==> src/rtl/qcg_pkg.sv <==
package qcg_pkg;

  typedef logic [31:0] qcg_word_t;

  typedef enum logic [1:0] {
    ST_IDLE = 2'd0,
    ST_ARM  = 2'd1,
    ST_RUN  = 2'd2,
    ST_HOLD = 2'd3
  } qcg_state_e;

  // A usable setting needs a nonzero half period and both compares inside it.
  function automatic logic cfg_valid(input qcg_word_t half,
                                     input qcg_word_t cq,
                                     input qcg_word_t ce);
    return (half != '0) && (cq < half) && (ce < half);
  endfunction

  // Counter successor with wrap at half-1.
  function automatic qcg_word_t next_count(input qcg_word_t cnt,
                                           input qcg_word_t half);
    return (cnt + 32'd1 >= half) ? '0 : cnt + 32'd1;
  endfunction

endpackage

==> src/rtl/qcg_sequencer.sv <==
module qcg_sequencer
  import qcg_pkg::*;
#(
  parameter int unsigned CNT_W = 16,
  parameter int unsigned N_CH  = 2
) (
  input  logic                       clk,
  input  logic                       rst_n,
  input  logic                       enable,
  input  logic [CNT_W-1:0]           half_in,
  input  logic [N_CH-1:0][CNT_W-1:0] cmp_in,
  output logic [CNT_W-1:0]           half_lat,
  output logic [N_CH-1:0][CNT_W-1:0] cmp_lat,
  output logic                       running,
  output logic                       arming,
  output logic                       cfg_ok,
  output logic                       keep
);

  qcg_state_e state;
  logic       all_ok;

  always_comb begin
    all_ok = 1'b1;
    for (int i = 0; i < int'(N_CH); i++) begin
      all_ok = all_ok & cfg_valid(qcg_word_t'(half_lat),
                                  qcg_word_t'(cmp_lat[i]),
                                  qcg_word_t'(cmp_lat[i]));
    end
  end

  assign cfg_ok  = all_ok;
  assign running = (state == ST_RUN);
  assign arming  = (state == ST_ARM);
  assign keep    = running && enable;

  always_ff @(posedge clk or negedge rst_n) begin
    if (!rst_n) begin
      state    <= ST_IDLE;
      half_lat <= '0;
      cmp_lat  <= '0;
    end else begin
      case (state)
        ST_IDLE: if (enable) begin
          half_lat <= half_in;
          cmp_lat  <= cmp_in;
          state    <= ST_ARM;
        end
        ST_ARM: begin
          if (!enable)     state <= ST_IDLE;
          else if (cfg_ok) state <= ST_RUN;
          else             state <= ST_HOLD;
        end
        ST_RUN:  if (!enable) state <= ST_IDLE;
        ST_HOLD: if (!enable) state <= ST_IDLE;
        default: state <= ST_IDLE;
      endcase
    end
  end

endmodule

==> src/rtl/qcg_counter.sv <==
module qcg_counter
  import qcg_pkg::*;
#(
  parameter int unsigned CNT_W = 16
) (
  input  logic             clk,
  input  logic             rst_n,
  input  logic             keep,
  input  logic [CNT_W-1:0] half_lat,
  output logic [CNT_W-1:0] cnt
);

  always_ff @(posedge clk or negedge rst_n) begin
    if (!rst_n)     cnt <= '0;
    else if (!keep) cnt <= '0;
    else            cnt <= CNT_W'(next_count(qcg_word_t'(cnt), qcg_word_t'(half_lat)));
  end

endmodule

==> src/rtl/qcg_toggle_ch.sv <==
module qcg_toggle_ch #(
  parameter int unsigned CNT_W = 16
) (
  input  logic             clk,
  input  logic             rst_n,
  input  logic             keep,
  input  logic [CNT_W-1:0] cnt,
  input  logic [CNT_W-1:0] cmp,
  output logic             hit,
  output logic             level
);

  assign hit = keep && (cnt == cmp);

  always_ff @(posedge clk or negedge rst_n) begin
    if (!rst_n)     level <= 1'b0;
    else if (!keep) level <= 1'b0;
    else if (hit)   level <= ~level;
  end

endmodule

==> src/rtl/quad_clk_gen.sv <==
module quad_clk_gen #(
  parameter int unsigned CNT_W = 16
) (
  input  logic             clk,
  input  logic             rst_n,
  input  logic             enable,
  input  logic [CNT_W-1:0] half_cnt,
  input  logic [CNT_W-1:0] cmp_q,
  input  logic [CNT_W-1:0] cmp_e,
  output logic             q_clk,
  output logic             e_clk
);

  localparam int unsigned N_CH = 2;

  logic [N_CH-1:0][CNT_W-1:0] cmp_in;
  logic [N_CH-1:0][CNT_W-1:0] cmp_lat;
  logic [CNT_W-1:0]           half_lat;
  logic [CNT_W-1:0]           cnt;
  logic [N_CH-1:0]            hit;
  logic [N_CH-1:0]            level;
  logic                       running, arming, cfg_ok, keep;
  logic                       hit_q, hit_e;

  assign cmp_in[0] = cmp_q;
  assign cmp_in[1] = cmp_e;

  qcg_sequencer #(.CNT_W(CNT_W), .N_CH(N_CH)) u_seq (
    .clk(clk), .rst_n(rst_n), .enable(enable),
    .half_in(half_cnt), .cmp_in(cmp_in),
    .half_lat(half_lat), .cmp_lat(cmp_lat),
    .running(running), .arming(arming), .cfg_ok(cfg_ok), .keep(keep)
  );

  qcg_counter #(.CNT_W(CNT_W)) u_cnt (
    .clk(clk), .rst_n(rst_n), .keep(keep), .half_lat(half_lat), .cnt(cnt)
  );

  for (genvar g = 0; g < int'(N_CH); g++) begin : g_ch
    qcg_toggle_ch #(.CNT_W(CNT_W)) u_ch (
      .clk(clk), .rst_n(rst_n), .keep(keep), .cnt(cnt),
      .cmp(cmp_lat[g]), .hit(hit[g]), .level(level[g])
    );
  end

  assign hit_q = hit[0];
  assign hit_e = hit[1];
  assign q_clk = level[0];
  assign e_clk = level[1];

endmodule

==> config.mk <==
export PLATFORM = sky130hd
export DESIGN_NAME = quad_clk_gen
export DESIGN_NICKNAME = d
export VERILOG_FILES = /design/src/rtl/qcg_pkg.sv /design/src/rtl/qcg_sequencer.sv /design/src/rtl/qcg_counter.sv /design/src/rtl/qcg_toggle_ch.sv /design/src/rtl/quad_clk_gen.sv
export SDC_FILE = /design/constraint.sdc
export NUM_CORES = 1
export LEC_CHECK = 0
export ABC_AREA = 0
export BUFFER_PORTS_ARGS = -buffer_cell sky130_fd_sc_hd__buf_2
export CAP_MARGIN = 40
export CORE_MARGIN = 2
export CORE_UTILIZATION = 40
export DETAILED_ROUTE_END_ITERATION = 8
export GPL_ROUTABILITY_DRIVEN = 1
export HOLD_SLACK_MARGIN = 0.1
export PLACE_DENSITY = 0.66
export SETUP_SLACK_MARGIN = 0.3
export SYNTH_ARGS = -nofsm -noshare
export SYNTH_HDL_FRONTEND = slang
export SYNTH_HIERARCHICAL = 1
export SYNTH_SLANG_ARGS = --single-unit
==> constraint.sdc <==
create_clock -name clk -period 2.8 [get_ports clk]
set_input_delay 0 -clock clk [delete_from_list [all_inputs] [get_ports clk]]
set_output_delay 0 -clock clk [all_outputs]
set_load 0.03 [all_outputs]
==> metrics.md <==
| Metric | Value |
|---|---|
| Sequential power share | 0.389 |
| Nets | between 600 and 700 |
| Reg2Reg Setup Slack | -0.08 ns |
| Critical Path End | u_cnt/cnt[0]$_DFF_PN0_ |
| Drt drc | 0 |
| Power Internal | ~2.6 mW |
| R2R Path Start | u_cnt/cnt[1]$_DFF_PN0_ |
| Largest net degree at the start of global routing | 64 |
| Critical path class | reg -> reg |
| Clock sink count | 68 |
| Net switching power | 1.69 mW |
| Mapped Cells | around 410 |
| CTS buffer count | 9 |
| I/O Pins | 53 |
| Via count | ~3600 |
| PD cells | approximately 730 nW/um2 |
| Slew at the pin closest to its max-slew limit | about 0.85 ns |
| DRT Pass-1 Iters | 4 |
| Starting Density | 0.414 |
| Critical path arrival | between 3 and 4 ns |
| Violated checks | setup timing |
| GRT Util Overall | 0.218 |
| Clock Power Share | 0.170 |
| Non-filler instance count after layout | 681 |
| Slew Viols, Final | 0 |
| Reg2Reg Capture Point | u_cnt/cnt[0]$_DFF_PN0_ |
| Synthesis-to-finish area growth | 34.9% |
| Final setup margin | -0.0754 ns |
| Outcome | finished, violations left |
| Leakage power | about 2.6 nW |
| Grt total ovfl | 0 |
| Number of port buffers | 52 |
| Layout cells sized above 1 | 0.306 |
| Largest fanout on the critical path | 5 |
| Post-Route WL | 11.5 mm |
| Setup-failing EPs final | 5 |
| Max-slew headroom | 0.437 |
| Global placer's final weighted congestion | slightly below 0.9 |
| Crit. End Element | register |
| Worst setup startpoint | u_cnt/cnt[1]$_DFF_PN0_ |
| Combinational Power Share | 0.441 |
| Average cell area after synthesis | around 11 um2 |
| Period utilisation layout | 1.03 |
| Highest clock rate | roughly 350 MHz |
| Die width | 108 um |
| Peak VDD IR | roughly 0.0006 V |
| Core area | 10400 um2 |
| Initial antenna violation count | 0 |
| H-tree depth | 3 |
| DIE AREA | 11600 um2 |
| Setup TNS | -0.285 ns |
| Reg2Reg Depth | 12 |
| # fillers | between 800 and 900 |
| Placed Cells | around 600 |
| Vias per Instance | about 5.3 |
| Critical path required time | around 3 ns |
| TritonCTS clock tree | built |
| Worst-skew pair later-pin latency | approximately 0.36 ns |
| Rows | 37 |
| Total power | 4.25 mW |
| RSZ-0062 raised after global routing | yes |
| CTS clock-pin slew for the worst setup and hold paths | 0.08 ns |
| Dpl hpwl | approximately 8.3 mm |
| Sw Share | 0.397 |
| Pre-CTS setup slack | about 0.055 ns |
| Final Hold Vio Count | 0 |
| # Max-Cap Violations | 0 |
| Worst Hold Class | in -> async |
| Hold_ws | around 0.15 ns |
| Final min period | roughly 2.9 ns |
| Post-Syn Area | 4300 um2 |
| Post-Syn Nets | 505 |
| Startpoint Class | register |
| Antenna viol nets, final | 0 |
| First-pass GRT wire length | approximately 19 mm |
| WL/cell | 17.0 um |
| CTS Root Cell | clkbuf_8 |
| CTS max path bufs | 2 |
| Die height | 108 um |
| Iter 0 DRT Violations | 260 |
| Synth Warn # | 6 |
| Vias in the first global route | 3801 |
| Ant diodes | 0 |
| Clk_skew | roughly 0.0080 ns |
==> placed cells by master, fill, tap and decap left out, types with 3 or more instances in the layout <==
master / instances
nand3_1: 11
nor3_1: 3
xnor2_1: 38
mux2_2: 33
nor2_2: 3
clkbuf_8: 10
a21oi_1: 8
and3_4: 3
nand4_1: 17
dlygate4sd3_1: 51
nor4_1: 6
inv_1: 35
o21ai_0: 19
nor2_1: 6
buf_2: 52
ha_1: 46
dfrtp_1: 67
buf_4: 22
nor4_2: 3
nand2b_1: 8
nand2_1: 28
xor2_1: 3
a21o_1: 3
a211oi_1: 3
nor3b_2: 7
xnor2_2: 4
nor2b_1: 4
==> registers in the layout (all words and copies together), names as in the netlist <==
signal	flops
u_seq/state	2
u_seq/half_lat	16
u_cnt/cnt	16
g_ch.u_ch/level	2
u_seq/cmp_lat	32
==> how the worst min path moves through the flow <==
stage,to,slack (ns),depth (start not counted)
after CTS,u_seq/half_lat[11]$_DFFE_PN0P_,0.16,3
after detailed placement,u_seq/half_lat[12]$_DFFE_PN0P_,-0.1,1
after global placement,u_seq/half_lat[12]$_DFFE_PN0P_,0.18,1
after global routing,u_seq/half_lat[11]$_DFFE_PN0P_,0.16,3
after floorplan,g_ch[0].u_ch/level$_DFFE_PN0P_,-0.30,0
final,u_seq/half_lat[11]$_DFFE_PN0P_,0.15,3
==> worst max-delay path, stage by stage (launching register included) <==
cell and delay (ns):
dfrtp_1 0.41, ha_4 0.16, and4_4 0.25, nand4_1 0.20, xnor2_2 0.21, ha_1 0.31
and3_4 0.16, a221o_1 0.31, nand3_2 0.09, a41oi_4 0.13, buf_6 0.16, buf_12 0.13
nor4_2 0.24
==> final cells by class <==
cell class	count	area [um2]	area share
inverter	35	131	0.0227
tap	136	170	0.0294
clock buffer	12	145	0.0250
clock inverter	4	25.0	0.00432
sequential	68	1700	0.294
timing repair buffer	131	1040	0.180
multi-input combinational	295	2580	0.445
==> per-stage QoR <==
step                instance area (um2)   util
finish                             5800  0.559
detailed placement                 4880  0.471
global route                       5800  0.559
global placement                   4860  0.469
floorplan                          4350      -
CTS                                5740  0.553
==> timing repair <==
item                       4_1_cts  5_1_grt
resized for setup               16        6
setup endpoints to repair       16       16
setup buffers                    9        2
cloned                           1        0
hold endpoints to repair       103        0
hold buffers                    51        0
pin swaps                       19       10
==> per-layer routing <==
layer / share of wire / vias up / GRT usage
met5: 0 / - / 0
met1: 0.44 / 1782 / 0.279
li1: - / 1710 / -
met4: 0.033 / 0 / 0.0952
met3: 0.037 / 24 / 0.0460
met2: 0.49 / 79 / 0.355
==> power groups by stage <==
stage	Combinational (mW)	Sequential (mW)	Clock [mW]
after floorplan	1.33	1.54	0
after global placement	1.67	1.67	0
after detailed placement	1.75	1.68	0
after CTS	1.85	1.66	0.748
after global routing	2.09	1.70	0.796
final	1.88	1.65	0.724
(Power assumes the default switching activity.)
